## src/rtl/smbseq_pkg.sv

```systemverilog
package smbseq_pkg;
    localparam logic [3:0] RA_STS  = 4'd0;
    localparam logic [3:0] RA_CTL  = 4'd1;
    localparam logic [3:0] RA_CNT  = 4'd2;
    localparam logic [3:0] RA_OFS  = 4'd3;
    localparam logic [3:0] RA_BDAT = 4'd4;
    localparam logic [3:0] RA_AUX  = 4'd5;

    localparam int CB_IEN  = 0;
    localparam int CB_KILL = 1;
    localparam int CB_LAST = 2;
    localparam int CB_I2C  = 3;
    localparam int CB_RD   = 4;
    localparam int CB_GO   = 6;

    localparam int SB_BUSY  = 0;
    localparam int SB_INTR  = 1;
    localparam int SB_DERR  = 2;
    localparam int SB_FAIL  = 3;
    localparam int SB_BDONE = 7;

    localparam int AB_PEC = 0;
    localparam int AB_BUF = 1;

    typedef enum logic [2:0] {
        BOP_SEND   = 3'd0,
        BOP_RCOUNT = 3'd1,
        BOP_RBYTE  = 3'd2,
        BOP_OFFSET = 3'd3,
        BOP_RECV   = 3'd4,
        BOP_STOP   = 3'd5
    } bus_op_e;

    typedef enum logic [2:0] {
        ST_IDLE   = 3'd0,
        ST_LAUNCH = 3'd1,
        ST_I2CRX  = 3'd2,
        ST_FILL   = 3'd3,
        ST_FINR   = 3'd4,
        ST_SEND   = 3'd5
    } seq_st_e;
endpackage

```

## src/rtl/smbseq_store.sv

```systemverilog
module smbseq_store #(
    parameter int DEPTH = 32,
    parameter int IW    = $clog2(DEPTH)
) (
    input  logic          clk,
    input  logic          rst_n,
    input  logic          we,
    input  logic [IW-1:0] waddr,
    input  logic [7:0]    wdata,
    input  logic [IW-1:0] raddr_a,
    input  logic [IW-1:0] raddr_b,
    output logic [7:0]    rdata_a,
    output logic [7:0]    rdata_b
);
    logic [7:0] ent_q [DEPTH];

    for (genvar g = 0; g < DEPTH; g++) begin : g_ent
        always_ff @(posedge clk or negedge rst_n) begin
            if (!rst_n) begin
                ent_q[g] <= 8'h00;
            end else if (we && (waddr == IW'(g))) begin
                ent_q[g] <= wdata;
            end
        end
    end

    assign rdata_a = ent_q[raddr_a];
    assign rdata_b = ent_q[raddr_b];
endmodule

```

## src/rtl/smbseq_ctrl.sv

```systemverilog
module smbseq_ctrl
    import smbseq_pkg::*;
#(
    parameter int DEPTH = 32,
    parameter int IW    = $clog2(DEPTH)
) (
    input  logic          clk,
    input  logic          rst_n,
    input  logic          reg_wr,
    input  logic          reg_rd,
    input  logic [3:0]    reg_addr,
    input  logic [7:0]    reg_wdata,
    input  logic [7:0]    buf_a,
    input  logic [7:0]    buf_b,
    input  logic          bus_ack,
    input  logic [7:0]    bus_rdata,
    output logic          mem_we,
    output logic [IW-1:0] mem_waddr,
    output logic [7:0]    mem_wdata,
    output logic [IW-1:0] rd_idx,
    output logic [IW-1:0] rd_idx_nx,
    output logic          bus_req,
    output bus_op_e       bus_op,
    output logic [7:0]    bus_wdata,
    output logic          bus_last,
    output logic [7:0]    sts_o,
    output logic [4:0]    ctl_o,
    output logic [7:0]    cnt_o,
    output logic [7:0]    ofs_o,
    output logic [7:0]    hold_o,
    output logic [1:0]    aux_o,
    output logic          blk_path_o
);
    typedef struct packed {
        seq_st_e       st;
        logic [IW-1:0] idx;
        logic          done;
        logic          i2c;
        logic [4:0]    ctl;
        logic [7:0]    cnt;
        logic [7:0]    ofs;
        logic [7:0]    hold;
        logic [1:0]    aux;
        logic          busy;
        logic          intr;
        logic          derr;
        logic          fail;
        logic          bdone;
    } seq_t;

    seq_t q, d;

    logic [IW-1:0] idx_nx;
    logic          cnt_ok;
    logic          hit_nx;
    logic          hit_cur;
    logic          last_of_cnt;
    logic          adv_rd;

    always_comb begin
        idx_nx      = (q.idx == IW'(DEPTH - 1)) ? '0 : q.idx + 1'b1;
        cnt_ok      = (q.cnt <= 8'(DEPTH));
        hit_nx      = cnt_ok && (idx_nx == q.cnt[IW-1:0]);
        hit_cur     = cnt_ok && (q.idx == q.cnt[IW-1:0]);
        last_of_cnt = ((9'(q.idx) + 9'd1) == 9'(q.cnt));
        adv_rd      = q.i2c || q.ctl[CB_RD];
    end

    always_comb begin
        d         = q;
        mem_we    = 1'b0;
        mem_waddr = q.idx;
        mem_wdata = 8'h00;
        bus_req   = 1'b0;
        bus_op    = BOP_SEND;
        bus_wdata = 8'h00;
        bus_last  = 1'b0;

        // sequencer steps
        case (q.st)
            ST_LAUNCH: begin
                if (q.derr) begin
                    d.busy = 1'b0;
                    d.st   = ST_IDLE;
                end else if (q.ctl[CB_I2C]) begin
                    bus_req   = 1'b1;
                    bus_op    = BOP_OFFSET;
                    bus_wdata = q.ofs;
                    if (bus_ack) begin
                        d.st = ST_I2CRX;
                    end else begin
                        d.derr = 1'b1;
                        d.busy = 1'b0;
                        d.st   = ST_IDLE;
                    end
                end else if (q.ctl[CB_RD]) begin
                    bus_req = 1'b1;
                    bus_op  = BOP_RCOUNT;
                    d.idx   = '0;
                    if (!bus_ack || (bus_rdata > 8'(DEPTH))) begin
                        d.derr = 1'b1;
                        d.busy = 1'b0;
                        d.st   = ST_IDLE;
                    end else begin
                        d.cnt = bus_rdata;
                        d.st  = (bus_rdata == 8'h00) ? ST_FINR : ST_FILL;
                    end
                end else if (q.aux[AB_BUF]) begin
                    d.idx = '0;
                    if (hit_cur) begin
                        d.st = ST_SEND;
                    end else begin
                        d.derr = 1'b1;
                        d.busy = 1'b0;
                        d.st   = ST_IDLE;
                    end
                end else begin
                    mem_we    = 1'b1;
                    mem_waddr = '0;
                    mem_wdata = q.hold;
                    d.idx     = '0;
                    d.done    = 1'b0;
                    d.bdone   = 1'b1;
                    d.st      = ST_IDLE;
                end
            end
            ST_I2CRX: begin
                bus_req = 1'b1;
                bus_op  = BOP_RECV;
                d.hold  = bus_rdata;
                d.i2c   = 1'b1;
                d.done  = 1'b0;
                d.bdone = 1'b1;
                d.idx   = '0;
                d.st    = ST_IDLE;
            end
            ST_FILL: begin
                bus_req   = 1'b1;
                bus_op    = BOP_RBYTE;
                bus_last  = last_of_cnt;
                mem_we    = 1'b1;
                mem_waddr = q.idx;
                mem_wdata = bus_rdata;
                if (last_of_cnt) begin
                    d.idx = '0;
                    d.st  = ST_FINR;
                end else begin
                    d.idx = idx_nx;
                end
            end
            ST_FINR: begin
                d.idx = '0;
                d.st  = ST_IDLE;
                if (q.aux[AB_BUF]) begin
                    d.intr = 1'b1;
                    if (q.cnt == 8'h00) begin
                        d.done = 1'b1;
                        d.busy = 1'b0;
                    end else begin
                        d.done = 1'b0;
                    end
                end else begin
                    d.hold  = buf_a;
                    d.done  = 1'b0;
                    d.bdone = 1'b1;
                end
            end
            ST_SEND: begin
                if (q.cnt == 8'h00) begin
                    d.done = 1'b1;
                    d.intr = 1'b1;
                    d.busy = 1'b0;
                    d.idx  = '0;
                    d.st   = ST_IDLE;
                end else begin
                    bus_req   = 1'b1;
                    bus_op    = BOP_SEND;
                    bus_wdata = buf_a;
                    bus_last  = last_of_cnt;
                    if (!bus_ack) begin
                        d.derr = 1'b1;
                        d.busy = 1'b0;
                        d.done = 1'b1;
                        d.idx  = '0;
                        d.st   = ST_IDLE;
                    end else if (last_of_cnt) begin
                        d.done = 1'b1;
                        d.intr = 1'b1;
                        d.busy = 1'b0;
                        d.idx  = '0;
                        d.st   = ST_IDLE;
                    end else begin
                        d.idx = idx_nx;
                    end
                end
            end
            default: ;
        endcase

        // register writes
        if (reg_wr) begin
            case (reg_addr)
                RA_STS: begin
                    d.intr  = d.intr  & ~reg_wdata[SB_INTR];
                    d.derr  = d.derr  & ~reg_wdata[SB_DERR];
                    d.fail  = d.fail  & ~reg_wdata[SB_FAIL];
                    d.bdone = d.bdone & ~reg_wdata[SB_BDONE];
                    if (q.bdone && reg_wdata[SB_BDONE] && !q.done &&
                        (q.i2c || !q.aux[AB_BUF])) begin
                        if (!adv_rd && hit_nx) begin
                            d.idx = '0;
                            d.st  = ST_SEND;
                        end else if (!adv_rd) begin
                            mem_we    = 1'b1;
                            mem_waddr = idx_nx;
                            mem_wdata = q.hold;
                            d.idx     = idx_nx;
                            d.bdone   = 1'b1;
                        end else if (q.ctl[CB_LAST]) begin
                            if (q.i2c) begin
                                bus_req  = 1'b1;
                                bus_op   = BOP_RECV;
                                bus_last = 1'b1;
                                d.hold   = bus_rdata;
                                d.i2c    = 1'b0;
                            end else begin
                                d.hold = buf_b;
                            end
                            d.done = 1'b1;
                            d.idx  = '0;
                            d.intr = 1'b1;
                            d.busy = 1'b0;
                        end else begin
                            if (q.i2c) begin
                                bus_req = 1'b1;
                                bus_op  = BOP_RECV;
                                d.hold  = bus_rdata;
                            end else begin
                                d.hold = buf_b;
                            end
                            d.idx   = idx_nx;
                            d.bdone = 1'b1;
                        end
                    end
                end
                RA_CTL: begin
                    d.ctl = reg_wdata[4:0];
                    if (reg_wdata[CB_GO]) begin
                        if (!q.done) begin
                            d.idx  = '0;
                            d.done = 1'b1;
                            if (q.i2c) begin
                                bus_req   = 1'b1;
                                bus_op    = BOP_STOP;
                                bus_wdata = 8'h00;
                                bus_last  = 1'b0;
                                d.i2c     = 1'b0;
                            end
                        end
                        d.busy = 1'b1;
                        d.st   = ST_LAUNCH;
                    end
                    if (reg_wdata[CB_KILL]) begin
                        d.done = 1'b1;
                        d.idx  = '0;
                        d.fail = 1'b1;
                        d.busy = 1'b0;
                        d.i2c  = 1'b0;
                        d.st   = ST_IDLE;
                    end
                end
                RA_CNT: d.cnt = reg_wdata;
                RA_OFS: d.ofs = reg_wdata;
                RA_BDAT: begin
                    if (q.aux[AB_BUF]) begin
                        mem_we    = 1'b1;
                        mem_waddr = q.idx;
                        mem_wdata = reg_wdata;
                        d.idx     = idx_nx;
                    end else begin
                        d.hold = reg_wdata;
                    end
                end
                RA_AUX: d.aux = reg_wdata[1:0];
                default: ;
            endcase
        end

        // buffered drain through block-data reads
        if (reg_rd && (reg_addr == RA_BDAT) && q.aux[AB_BUF] && !q.i2c) begin
            d.idx = idx_nx;
            if (!q.done && hit_nx) begin
                d.done = 1'b1;
                d.idx  = '0;
                d.busy = 1'b0;
            end
        end
    end

    always_ff @(posedge clk or negedge rst_n) begin
        if (!rst_n) begin
            q      <= '0;
            q.st   <= ST_IDLE;
            q.done <= 1'b1;
        end else begin
            q <= d;
        end
    end

    assign rd_idx     = q.idx;
    assign rd_idx_nx  = idx_nx;
    assign sts_o      = {q.bdone, 3'b000, q.fail, q.derr, q.intr, q.busy};
    assign ctl_o      = q.ctl;
    assign cnt_o      = q.cnt;
    assign ofs_o      = q.ofs;
    assign hold_o     = q.hold;
    assign aux_o      = q.aux;
    assign blk_path_o = q.aux[AB_BUF] && !q.i2c;

    // only the two auxiliary bits are kept
    assert_aux_keep_R1: assert property (@(posedge clk) disable iff (!rst_n)
        (reg_wr && reg_addr == RA_AUX) |=> (q.aux == $past(reg_wdata[1:0])));

    // busy stays high for every non-idle sequencer step
    assert_busy_seq_R4: assert property (@(posedge clk) disable iff (!rst_n)
        (q.st != ST_IDLE) |-> q.busy);

    // an acknowledged final send completes the operation
    assert_send_end_R4: assert property (@(posedge clk) disable iff (!rst_n)
        (bus_req && bus_op == BOP_SEND && bus_last && bus_ack && !reg_wr)
        |=> (q.intr && !q.busy && q.done));

    // kill ends the operation in one cycle
    assert_kill_R11: assert property (@(posedge clk) disable iff (!rst_n)
        (reg_wr && reg_addr == RA_CTL && reg_wdata[CB_KILL])
        |=> (q.fail && !q.busy && q.done && q.st == ST_IDLE));

    // a clear of byte-done while finished leaves the index alone
    assert_stray_clear_R12: assert property (@(posedge clk) disable iff (!rst_n)
        (reg_wr && reg_addr == RA_STS && q.done && q.st == ST_IDLE)
        |=> $stable(q.idx));
endmodule

```

## src/rtl/smbseq_top.sv

```systemverilog
module smbseq_top
    import smbseq_pkg::*;
#(
    parameter int DEPTH = 32
) (
    input  logic       clk,
    input  logic       rst_n,
    input  logic       reg_wr,
    input  logic       reg_rd,
    input  logic [3:0] reg_addr,
    input  logic [7:0] reg_wdata,
    output logic [7:0] reg_rdata,
    output logic       irq,
    output logic       bus_req,
    output logic [2:0] bus_op,
    output logic [7:0] bus_wdata,
    output logic       bus_last,
    input  logic       bus_ack,
    input  logic [7:0] bus_rdata
);
    localparam int IW = $clog2(DEPTH);

    logic          mem_we;
    logic [IW-1:0] mem_waddr;
    logic [7:0]    mem_wdata;
    logic [IW-1:0] rd_idx;
    logic [IW-1:0] rd_idx_nx;
    logic [7:0]    buf_a;
    logic [7:0]    buf_b;
    bus_op_e       op_e;
    logic [7:0]    sts;
    logic [4:0]    ctl;
    logic [7:0]    cnt;
    logic [7:0]    ofs;
    logic [7:0]    hold;
    logic [1:0]    aux;
    logic          blk_path;

    smbseq_store #(.DEPTH(DEPTH), .IW(IW)) u_store (
        .clk     (clk),
        .rst_n   (rst_n),
        .we      (mem_we),
        .waddr   (mem_waddr),
        .wdata   (mem_wdata),
        .raddr_a (rd_idx),
        .raddr_b (rd_idx_nx),
        .rdata_a (buf_a),
        .rdata_b (buf_b)
    );

    smbseq_ctrl #(.DEPTH(DEPTH), .IW(IW)) u_ctrl (
        .clk        (clk),
        .rst_n      (rst_n),
        .reg_wr     (reg_wr),
        .reg_rd     (reg_rd),
        .reg_addr   (reg_addr),
        .reg_wdata  (reg_wdata),
        .buf_a      (buf_a),
        .buf_b      (buf_b),
        .bus_ack    (bus_ack),
        .bus_rdata  (bus_rdata),
        .mem_we     (mem_we),
        .mem_waddr  (mem_waddr),
        .mem_wdata  (mem_wdata),
        .rd_idx     (rd_idx),
        .rd_idx_nx  (rd_idx_nx),
        .bus_req    (bus_req),
        .bus_op     (op_e),
        .bus_wdata  (bus_wdata),
        .bus_last   (bus_last),
        .sts_o      (sts),
        .ctl_o      (ctl),
        .cnt_o      (cnt),
        .ofs_o      (ofs),
        .hold_o     (hold),
        .aux_o      (aux),
        .blk_path_o (blk_path)
    );

    assign bus_op = op_e;

    always_comb begin
        case (reg_addr)
            RA_STS:  reg_rdata = sts;
            RA_CTL:  reg_rdata = {3'b000, ctl};
            RA_CNT:  reg_rdata = cnt;
            RA_OFS:  reg_rdata = ofs;
            RA_BDAT: reg_rdata = blk_path ? buf_a : hold;
            RA_AUX:  reg_rdata = {6'b000000, aux};
            default: reg_rdata = 8'h00;
        endcase
    end

    assign irq = ctl[CB_IEN] &&
                 (sts[SB_INTR] || sts[SB_DERR] || sts[SB_FAIL] || sts[SB_BDONE]);
endmodule

```

## config.mk

```make
export PLATFORM = sky130hd
export DESIGN_NAME = smbseq_top
export DESIGN_NICKNAME = d
export VERILOG_FILES = /design/src/rtl/smbseq_pkg.sv /design/src/rtl/smbseq_store.sv /design/src/rtl/smbseq_ctrl.sv /design/src/rtl/smbseq_top.sv
export SDC_FILE = /design/constraint.sdc
export NUM_CORES = 1
export LEC_CHECK = 0
export BUFFER_PORTS_ARGS = -buffer_cell sky130_fd_sc_hd__buf_2
export CORE_MARGIN = 2
export CORE_UTILIZATION = 30
export CTS_CLUSTER_SIZE = 8
export DETAILED_ROUTE_END_ITERATION = 16
export GPL_ROUTABILITY_DRIVEN = 0
export SLEW_MARGIN = 25
export SYNTH_ARGS = -nofsm -noshare
export SYNTH_HDL_FRONTEND = slang
export SYNTH_SLANG_ARGS = --single-unit
```

## constraint.sdc

```tcl
create_clock -name clk -period 3.65 [get_ports clk]
set_clock_uncertainty 0.1 [all_clocks]
set_input_delay 0.73 -clock clk [delete_from_list [all_inputs] [get_ports clk]]
set_output_delay 0.73 -clock clk [all_outputs]
set_load 0.02 [all_outputs]
```

## Word-level counts from Yosys, hierarchy flattened

Index checks and enable logic that the tools add are counted.

| storage, ports and cells | value |
|---|---|
| register bits | 302 |
| bits of input ports | 25 |
| output and inout port bits | 22 |
| word-level logic and storage cells | 375 |

| cells by class | value |
|---|---|
| $add $sub $neg | 2 |
| magnitude comparators | 4 |
| equality and inequality tests | 46 |
| mux-type cells | 201 |
| bitwise gates (word level) | 10 |
| reductions and logical operators | 66 |

Operators by type and width:

| operator | number |
|---|---|
| 8-bit two-way mux | 40 |
| 5-bit == test, second input constant | 17 |
| 5-bit two-way mux | 17 |
| 8-bit binary-select mux with 5-bit select | 2 |
| 8-bit case mux with 2 select lines | 5 |
| 1-bit two-way mux | 71 |
| 3-bit two-way mux | 18 |
| 8-bit case mux with 6 select lines | 1 |
| 46-bit two-way mux | 1 |
| 1-bit logical AND | 44 |
| 5-bit by 4-bit == test with 1-bit output, second input constant | 8 |
| 2-bit two-way mux | 16 |
| 8-bit case mux with 4 select lines | 1 |
| 10-bit two-way mux | 3 |
| 6-bit two-way mux | 4 |
| 5-bit by 3-bit == test with 1-bit output, second input constant | 4 |
| 9-bit two-way mux | 2 |
| 1-bit case mux with 2 select lines | 9 |
| 8-bit logical NOT | 2 |
| 5-bit case mux with 3 select lines | 1 |
| 6-bit >= comparator, second input constant | 2 |
| 5-bit NOT with 6-bit output | 2 |
| 3-bit case mux with 2 select lines | 2 |
| 5-bit by 2-bit == test with 1-bit output, second input constant | 2 |
| other kinds (30) | 55 |

## Depth between registers and ports, before layout

Gate-level depths: netlist of the first run.

| depth | value |
|---|---|
| depth in word-level cells | 19 |
| depth in mapped cells | 16 |
| gate-level depth less buffers | 10 |

## Modules after synthesis

A second synthesis of the first run with hierarchy kept.

| second synthesis, totals | value |
|---|---|
| cells, all modules | 1,416 |
| area, all modules | 18,619.1 sq um |

Modules (own cells, without submodules):

| module | instances | cells an instance | area each (sq um) | seq. area each (sq um) |
|---|---|---|---|---|
| smbseq_store | 1 | 811 | 13,704.4 | 6,406.1 |
| smbseq_ctrl | 1 | 545 | 4,411.7 | 1,152.4 |
| smbseq_top | 1 | 60 | 503.0 | 0.0 |

## Worst setup path after synthesis of the first run

No wires, ideal clock.

| timing | value |
|---|---|
| path kind | register to output |
| start | reg u_ctrl.q, in the netlist u_ctrl.rd_idx[3] |
| end | out bus_last |
| arrival | 3.178 ns |
| required time | 2.820 ns |
| slack | -0.358 ns |
| cell stages (with the launch flop) | 12 |
| path buffers | 4 |
| path through | dfrtp_1 -> clkbuf_1 -> clkbuf_1 -> clkbuf_1 -> and3_1 -> ha_1 -> clkbuf_1 -> xnor2_1 -> nand4_1 -> nor3_1 -> o21ai_0 -> a21boi_0 |

| between the ends | value |
|---|---|
| longest elaborated chain between the ends | 11 |
| elaborated cells on any way between the ends | 20 |
| those cells by class | 2 x add/sub; 3 x eq/ne; 13 x mux; 2 x reduce/logical |

RTL lines:

| what | RTL line | text |
|---|---|---|
| from (decl) | smbseq_ctrl.sv:51 | `seq_t q, d;` |
| 5-bit by 1-bit adder with 6-bit output | smbseq_ctrl.sv:65 | `last_of_cnt = ((9'(q.idx) + 9'd1) == 9'(q.cnt));` |
| 9-bit by 8-bit == test with 1-bit output | smbseq_ctrl.sv:65 |  |
| 1-bit two-way mux | smbseq_ctrl.sv:169 | `if (q.cnt == 8'h00) begin` |
| 1-bit case mux with 2 select lines | smbseq_ctrl.sv:80 | `case (q.st)` |
| 1-bit two-way mux | smbseq_ctrl.sv:220 | `if (q.i2c) begin` |
| 1-bit two-way mux | smbseq_ctrl.sv:219 | `end else if (q.ctl[CB_LAST]) begin` |
| 1-bit two-way mux | smbseq_ctrl.sv:213 | `end else if (!adv_rd) begin` |
| 1-bit two-way mux | smbseq_ctrl.sv:210 | `if (!adv_rd && hit_nx) begin` |
| 1-bit two-way mux | smbseq_ctrl.sv:208 | `if (q.bdone && reg_wdata[SB_BDONE] && !q.done &&` |
| 1-bit case mux with 2 select lines | smbseq_ctrl.sv:202 | `case (reg_addr)` |
| 1-bit two-way mux (*) | smbseq_ctrl.sv:201 | `if (reg_wr) begin` |
| to (decl) | smbseq_top.sv:17 | `output logic bus_last,` |

Mark *: on every way between the ends. The rest lies on a longest branch, timed or not.

## Final worst setup path of the first run

| timing | value |
|---|---|
| start | reg u_ctrl.q, in the netlist u_ctrl.rd_idx[0] |
| end | out reg_rdata[4] |

| between the ends | value |
|---|---|
| longest elaborated chain between the ends | 6 |

RTL lines:

| what | RTL line | text |
|---|---|---|
| 5-bit NOT with 6-bit output (implied by the code) | smbseq_store.sv:27 | `assign rdata_a = ent_q[raddr_a];` |
| 8-bit binary-select mux with 5-bit select | smbseq_store.sv:27 |  |
| 8-bit two-way mux (implied by the code) (2 in series) | smbseq_store.sv:27 |  |
| 8-bit two-way mux | smbseq_top.sv:88 | `RA_BDAT: reg_rdata = blk_path ? buf_a : hold;` |
| 8-bit case mux with 6 select lines | smbseq_top.sv:83 | `case (reg_addr)` |
| to (decl) | smbseq_top.sv:12 | `output logic [7:0] reg_rdata,` |

No other way between the ends. The select of a mux whose other input is x is not followed.

==> summary.md, run 1 <==
| Metric | Value |
|---|---|
| Mapped Area | 18,320 um2 |
| Final-stage net count | roughly 1,800 |
| Worst EP arrival | 3.20 ns |
| Clk buf depth | 3 |
| WL final | 69.54 mm |
| Drt first-iter violations | 2,202 |
| WL/cell | 26.94 um |
| Yosys warnings | 0 |
| # IOs | 47 |
| Syn Nets | around 1,600 |
| Cts bufs inserted | 44 |
| Status | finished, violations left |
| Max Freq | ~0.25 GHz |
| Post-synth ARST share | 100.0% |
| Power Dens Cells | approximately 460 nW/um2 |
| Period minus WS final | slightly above 4 ns |
| Gr usage total | 21.43% |
| Fin. Hold Viols | 0 |
| Post-synthesis sequential area ratio | between 40 and 50% |
| Post-synth top area cell | dfrtp_1 |
| Endpoints failing setup | 44 |
| Mean Syn Cell Area | 11.35 um2 |
| Slew Limit Fails | 0 |
| Worst min path class | in -> async |
| Syn-to-layout area delta | 28.70% |
| Worst VDD drop | around 0.00029 V |
| Antenna-violating nets left | 0 |
| # rows | 90 |
| Slew at the pin closest to its max-slew limit | roughly 0.84 ns |
| Die width | ~250 um |
| Peak per-stage delay on the critical path | 0.56 ns |
| Kind of critical path | reg -> out |
| Lkg Pwr | around 9.9 nW |
| Violated checks | setup timing |
| Die Footprint | ~63,000 um2 |
| Flop2flop setup slack | -0.04 ns |
| Most common cell in the synthesized netlist | dfrtp_1 |
| Synth cell types | 83 |
| First-pass GRT wire length | 102.4 mm |
| Number of flops mapped to enable cells by yosys | 0 |
| Total power | about 11 mW |
| Max-Cap Viols | 0 |
| Gate Count Post-Synth | around 1,600 |
| Diode count | 0 |
| GR Overflow Total | 0 |
| Share of cells above drive strength 1 | a little under half |
| Cell-internal power | 7.109 mW |
| Cell Chain, Critical Path | buf_12 -> buf_12 -> mux4_2 -> mux4_2 -> mux2_4 -> mux2i_1 -> o21ai_1 -> buf_2 |
| Setup slack after layout | -0.3783 ns |
| Net switching power | approximately 3.6 mW |
| Crit path max fanout | 7 |
| Vias | approximately 16,000 |
| Hold Buf Count CTS | 0 |
| Clk root buf | clkbuf_16 |
| Nature of the critical path startpoint | register |
| Sequential Power Share | roughly 34% |
| Most instantiated cells after synthesis | dfrtp_1 (301), mux2_2 (262), nand2_1 (114), clkbuf_1 (102), mux2i_1 (87) |
| Worst setup EP type | primary output |
| Clock share of power | about a third |
| Number of global-route vias before repair | roughly 16,000 |
| Via/cell ratio | 6.123 |
| Fin area | around 24,000 um2 |
| Die height | 251.1 um |
| CTS tree | done |
| Synth top area share | around two fifths |
| Starting density of the core | between 30 and 40% |
| Sw frac | between 30 and 40% |
| CP required | ~2.8 ns |
| Synthesized flop and latch total | roughly 300 |
| Initial antenna violation count | 1 |
| Largest net degree at the start of global routing | 89 |
| Max-slew headroom | 44.02% |
| Post-DP HPWL | around 46 mm |
| Final Cycle Share | 110.4% |
| CORE AREA | between 60,000 and 70,000 um2 |
| Combinational power share | a little under a third |
| Top cells by area, synth | dfrtp_1 (41%), mux2_2 (16%), mux4_2 (9.3%) |
| Drt drc | 0 |
| DP Area | 20,680 um2 |
| Drt pass-1 iters | 9 |
| Main synth FF type | dfrtp_1 |
| Max stage delay cell, worst path | mux4_2 |
| Unrepaired setup endpoints after global routing | true |
| H-tree depth | 2 |
| Clk Latency, worst-skew pair | 0.59 ns |
| Finished Core Util | between 30% and 40% |
| CTS sink count | around 300 |
| I/O Buffers | 46 |
| Worst-path clk slew | 0.05 ns |
## sequential cells by signal, indices dropped and copies added (netlist names)
| register | count |
|---|---|
| u_ctrl.aux_o | 2 |
| u_ctrl.cnt_o | 8 |
| u_ctrl.ctl_o | 5 |
| u_ctrl.hold_o | 8 |
| u_ctrl.ofs_o | 8 |
| u_ctrl.q | 5 |
| u_ctrl.rd_idx | 5 |
| u_ctrl.sts_o | 5 |
| u_store.ent_q | 256 |
## per-layer routing
metal  track usage (%)  share of wire [%]  vias to the layer above
li1                  -                  -                     6529
met1             28.34                 39                     7982
met2             33.19                 45                     1034
met3             4.835                 10                      258
met4             10.39                5.3                        0
met5                 0                  0                        -
## power groups by stage
stage	registers [mW]	clock network, mW	logic (mW)
floorplan	3.63	0	1.57
global placement	3.72	0	2.51
detailed placement	3.73	0	2.54
CTS	3.68	3.76	3.02
global route	3.69	3.89	3.44
finish	3.69	3.71	3.32
## final timing paths
| kind | start | end | cells past startpoint |
|---|---|---|---|
| max | u_ctrl.rd_idx[0] | reg_rdata[4] | 8 |
| min | rst_n | u_ctrl.ctl_o[3] | 1 |
| max reg2reg | u_ctrl.rd_idx[0] | u_store.ent_q[171] | 14 |
| min reg2reg | u_store.ent_q[28] | u_store.ent_q[28] | 1 |
| max in group asynchronous | rst_n | u_store.ent_q[79] | 2 |
| min in group clk | reg_wdata[5] | u_ctrl.hold_o[5] | 3 |
## layout by cell type (no fill, tap or decap), types with 6 or more instances in the layout
| cell | Yosys | layout |
|---|---|---|
| inv_1 | 14 | 14 |
| mux4_2 | 76 | 76 |
| a221oi_1 | 38 | 35 |
| nand2_1 | 114 | 108 |
| buf_2 | 26 | 31 |
| o21ai_2 | 0 | 9 |
| and3_1 | 10 | 8 |
| nor2_2 | 22 | 10 |
| buf_6 | 3 | 19 |
| a31oi_1 | 12 | 12 |
| nor3_1 | 37 | 35 |
| mux2i_4 | 0 | 10 |
| mux2_2 | 262 | 253 |
| a222oi_1 | 9 | 9 |
| mux2i_1 | 87 | 64 |
| clkbuf_16 | 0 | 46 |
| nand2_2 | 0 | 6 |
| o21ai_0 | 67 | 53 |
| nand3_1 | 32 | 32 |
| and2_1 | 10 | 9 |
| nand2b_1 | 17 | 14 |
| nor2_1 | 68 | 65 |
| buf_12 | 0 | 39 |
| buf_4 | 2 | 169 |
| dfrtp_1 | 301 | 299 |
| mux2i_2 | 1 | 14 |
| a211oi_1 | 15 | 13 |
| o221ai_2 | 0 | 11 |
| o22ai_1 | 17 | 9 |
| a21oi_4 | 0 | 10 |
| o221ai_1 | 33 | 18 |
| nor2b_1 | 20 | 19 |
| a21oi_1 | 49 | 38 |
| a22oi_1 | 28 | 25 |
| nand4_1 | 8 | 8 |
| mux2_4 | 1 | 11 |
| nor2_4 | 0 | 15 |
| mux2_1 | 7 | 6 |
## layout make-up
cell class                      count  area (um2)
Clock buffer                       49        1130
Clock inverter                      4       53.80
Fill cell                        5718       36790
Inverter                           16       60.06
Multi-Input combinational cell   1159       11080
Sequential cell                   302        7564
Tap cell                          782       978.4
Timing Repair Buffer              269        2701
## per-stage QoR
step | setup TNS, ns | std cells | hold slack, ns | setup slack (ns)
3_5_place_dp | -1.649 | 2475 | 0.4031 | -0.09748
6_report | -5.041 | 2581 | 0.03088 | -0.3783
2_1_floorplan | 0 | 1614 | 0.3344 | 0.007937
4_1_cts | -4.211 | 2559 | 0.1142 | -0.3574
5_1_grt | -8.221 | 2581 | 0.08339 | -0.4286
3_3_place_gp | -0.5769 | 2475 | 0.3850 | -0.08744
## logic make-up after synthesis
kind of cell	synth area share (%)
AO/OA/AOI/OAI	13.25
XOR/XNOR	0.9222
adder cells (fa/ha/maj)	0.1366
buffers and inverters	3.498
flip-flops	41.27
multiplexers	30.80
AND/OR/NAND/NOR	10.12
## critical path, delay by kind of cell, from the launching register on
family | cells | cell delay, ns
flops | 1 | 0.49
buf+inv | 3 | 0.44
compound gates | 1 | 0.09
mux | 4 | 1.58
## what timing repair did
action | in CTS | in global routing
endpoints found under the setup margin | 144 | 221
buffers inserted | 24 | 26
pin swaps | 23 | 39
cloned | 8 | 2
gates resized for setup | 118 | 106
No activity file was read; power rests on OpenSTA's default activity.
==> run 2, diff against run 1 <==
ABC_AREA = 1   (was unset)
==> run 2 against run 1 <==
Compared with the run above: the run still ends with setup timing left; clock-buffer cell count grew 3; sequential share of layout area grew 0.74 points; setup slack gained 0.29 ns; routed wire length grew 16%; worst hold slack lost 0.010 ns; first-iteration DRC count grew 43%; synthesized area grew 6.1%; final cell count grew 46%; critical path type unchanged; critical endpoint is now bus_last.
==> summary.md, run 2 <==
| Metric | Value |
|---|---|
| WL final | approximately 80 mm |
| Starting density of the core | slightly above 30% |
| Fin. Hold Viols | 0 |
| Unrepaired setup endpoints after global routing | true |
| Violated checks | setup timing |
| Syn Nets | between 2,000 and 3,000 |
| CP required | roughly 2.8 ns |
| CP startpoint | u_ctrl.rd_idx[0] |
| Kind of critical path | reg -> out |
| Largest net degree at the start of global routing | around 90 |
| Worst setup EP type | primary output |
| Placed insts | between 3,000 and 4,000 |
| DP Worst Slack | approximately 0.12 ns |
| Drt first-iter violations | roughly 3,100 |
| Most used cell, CP | ha_4 |
| Vias | 20,980 |
| Most instantiated cells after synthesis | nand2_1 (1,037), nand3_1 (508), dfrtp_1 (301), o21ai_0 (169), inv_1 (131) |
| Top cells by area, synth | dfrtp_1 (39%), nand2_1 (20%), nand3_1 (13%) |
| Yosys warnings | 0 |
| Most common cell in the synthesized netlist | nand2_1 |
| Max FFs per register | between 200 and 300 |
| Setup slack after layout | -0.09232 ns |
| Mapped Area | approximately 19,000 um2 |
| Die Footprint | 66,800 um2 |
| Endpoints failing setup | 10 |
| Synth cell types | 45 |
| Gate Count Post-Synth | approximately 2,900 |
| Slew Limit Fails | 0 |
| Worst VDD drop | about 0.00033 V |
| Post-DP HPWL | 50.85 mm |
| Max stage delay cell, worst path | dfrtp_4 |
| Initial antenna violation count | 0 |
| Power Dens Cells | ~490 nW/um2 |
| Syn-to-layout area delta | 18.63% |
| Finished Core Util | approximately 36% |
| Share of cells above drive strength 1 | 12.63% |
| # rows | 93 |
| Post-synthesis sequential area ratio | about two fifths |
| Die width | approximately 260 um |
| Lkg Pwr | roughly 11 nW |
| Nature of the critical path startpoint | register |
| Drt pass-1 iters | 7 |
| CTS sink count | ~300 |
| Diode count | 0 |
| Main synth FF type | dfrtp_1 |
| Fill cells | 6,829 |
| Total power | between 10 and 15 mW |
| Period minus WS final | 3.742 ns |
| CTS tree | done |
| Gr usage total | around a quarter |
| Post-synth ARST share | 100.0% |
| Die height | between 200 and 300 um |
| Worst EP arrival | 2.91 ns |
| Crit path max-delay family | simple AND/OR/NAND/NOR gates |
| H-tree depth | 2 |
| Most frequent cells in the layout | nand2_1 (1,026), nand3_1 (482), dfrtp_1 (298) |
| Post-synth top area cell | dfrtp_1 |
| Via/cell ratio | approximately 5.6 |
| Clk buf depth | 3 |
| Max Freq | between 0.2 and 0.3 GHz |
| Synthesized flop and latch total | a little over 300 |
| I/O Buffers | 46 |
| # IOs | 47 |
| Cell Chain, Critical Path | buf_12 -> ha_4 -> nand2_4 -> nor2_4 -> ha_4 -> xnor2_2 -> nand2_1 -> nor2_1 -> nand4_1 -> o21bai_1 -> a21oi_1 -> buf_4 |
| Worst min path class | in -> async |
| Flop2flop setup slack | 0.12 ns |
| Number of flops mapped to enable cells by yosys | 0 |
| Clk root buf | clkbuf_16 |
| Worst-path clk slew | ~0.060 ns |
| Peak per-stage delay on the critical path | 0.48 ns |
| Non-filler cells, final | about 3,800 |
| Number of global-route vias before repair | 19,330 |
| Slew at the pin closest to its max-slew limit | a little under 0.8 ns |
| Mean Syn Cell Area | 6.787 um2 |
| Final-stage net count | around 3,000 |
| Cts bufs inserted | 44 |
| Drt drc | 0 |
| WL/cell | between 20 and 25 um |
| GR Overflow Total | 0 |
| CORE AREA | ~64,000 um2 |
| Antenna-violating nets left | 0 |
| Clk Latency, worst-skew pair | 0.59 ns |
| First-pass GRT wire length | around 120 mm |
| Max-Cap Viols | 0 |
| Max-slew headroom | approximately half |
| Status | finished, violations left |
| Worst Path Buf+Inv | 2 |
| Final Cycle Share | 102.5% |
| Largest Register | u_store.ent_q |
| Crit path max fanout | 5 |
| Commonest non-fill, non-tap cell in the layout | nand2_1 |
| Worst r2r src | u_ctrl.rd_idx[0] |
| Synth top area share | 38.78% |
| Setup_tns | -0.3488 ns |
==> run 2: kinds of logic after synthesis <==
kind of cell,share of synthesized area [%]
and+or+nand+nor,39.90
AOI/OAI and AO/OA,12.68
buffers and inverters,7.291
DFF,38.91
muxes,0.7729
xor gates and xnor gates,0.3156
adders and majority gates,0.1288
==> run 2: final timing paths <==
kind | depth (start not counted) | to
hold reg to reg | 2 | u_store.ent_q[72]
min in group clk | 3 | u_ctrl.cnt_o[3]
max in group asynchronous | 2 | u_store.ent_q[239]
setup / recovery | 12 | bus_last
hold / removal | 1 | u_store.ent_q[40]
setup reg to reg | 19 | u_store.ent_q[198]
==> run 2: layer usage <==
metal  track usage [%]  vias to the layer above  part of all wire (%)
met5                 0                        -                     0
met4             12.01                        0                   5.6
met3             5.086                      244                    10
met2             35.12                     1230                    44
met1             31.44                     9921                    40
li1                  -                     9586                     -
==> run 2: worst reg2reg max path, stage by stage, from the launching register on <==
cell and delay, ns:
dfrtp_4 0.48, buf_12 0.16, ha_4 0.17, nand2_4 0.08
nor2_4 0.04, ha_4 0.27, xnor2_2 0.12, buf_4 0.13
buf_4 0.09, nand3_1 0.05, nor2_1 0.13, nand3_2 0.20
nand3_2 0.18, nand2_1 0.10, nand2_4 0.16, inv_2 0.10
nor2_4 0.34, nand3_2 0.32, nand2_1 0.14, nand2_1 0.05
==> run 2: power breakdown <==
part	switching [mW]	internal (mW)	total [mW]
Clock	1.60	2.22	3.82
Sequential	0.157	3.50	3.66
Combinational	2.74	1.14	3.88
==> run 2: what timing repair did <==
item,4_1_cts,5_1_grt
pin swaps,19,33
setup endpoints to repair,17,100
buffers inserted,7,15
endpoints found under the hold margin,0,0
cloned,4,7
hold buffers,0,0
resized for setup,48,76
==> run 2: area by class of cell <==
class | instances | area (um2) | share of cell area [%]
Multi-Input combinational cell | 2227 | 10830 | 47.02
Sequential cell | 302 | 7565 | 32.83
Timing Repair Buffer | 173 | 1778 | 7.716
Clock buffer | 52 | 1162 | 5.044
Tap cell | 855 | 1070 | 4.642
Inverter | 149 | 589.3 | 2.557
Clock inverter | 3 | 45.04 | 0.1955
==> run 2: stage by stage <==
stage               instance area (um2)  hold slack [ns]
floorplan                         19420           0.3344
global placement                  20950           0.3557
detailed placement                20950           0.3592
CTS                               22510          0.04018
global route                      23040          0.06086
finish                            23040          0.02039
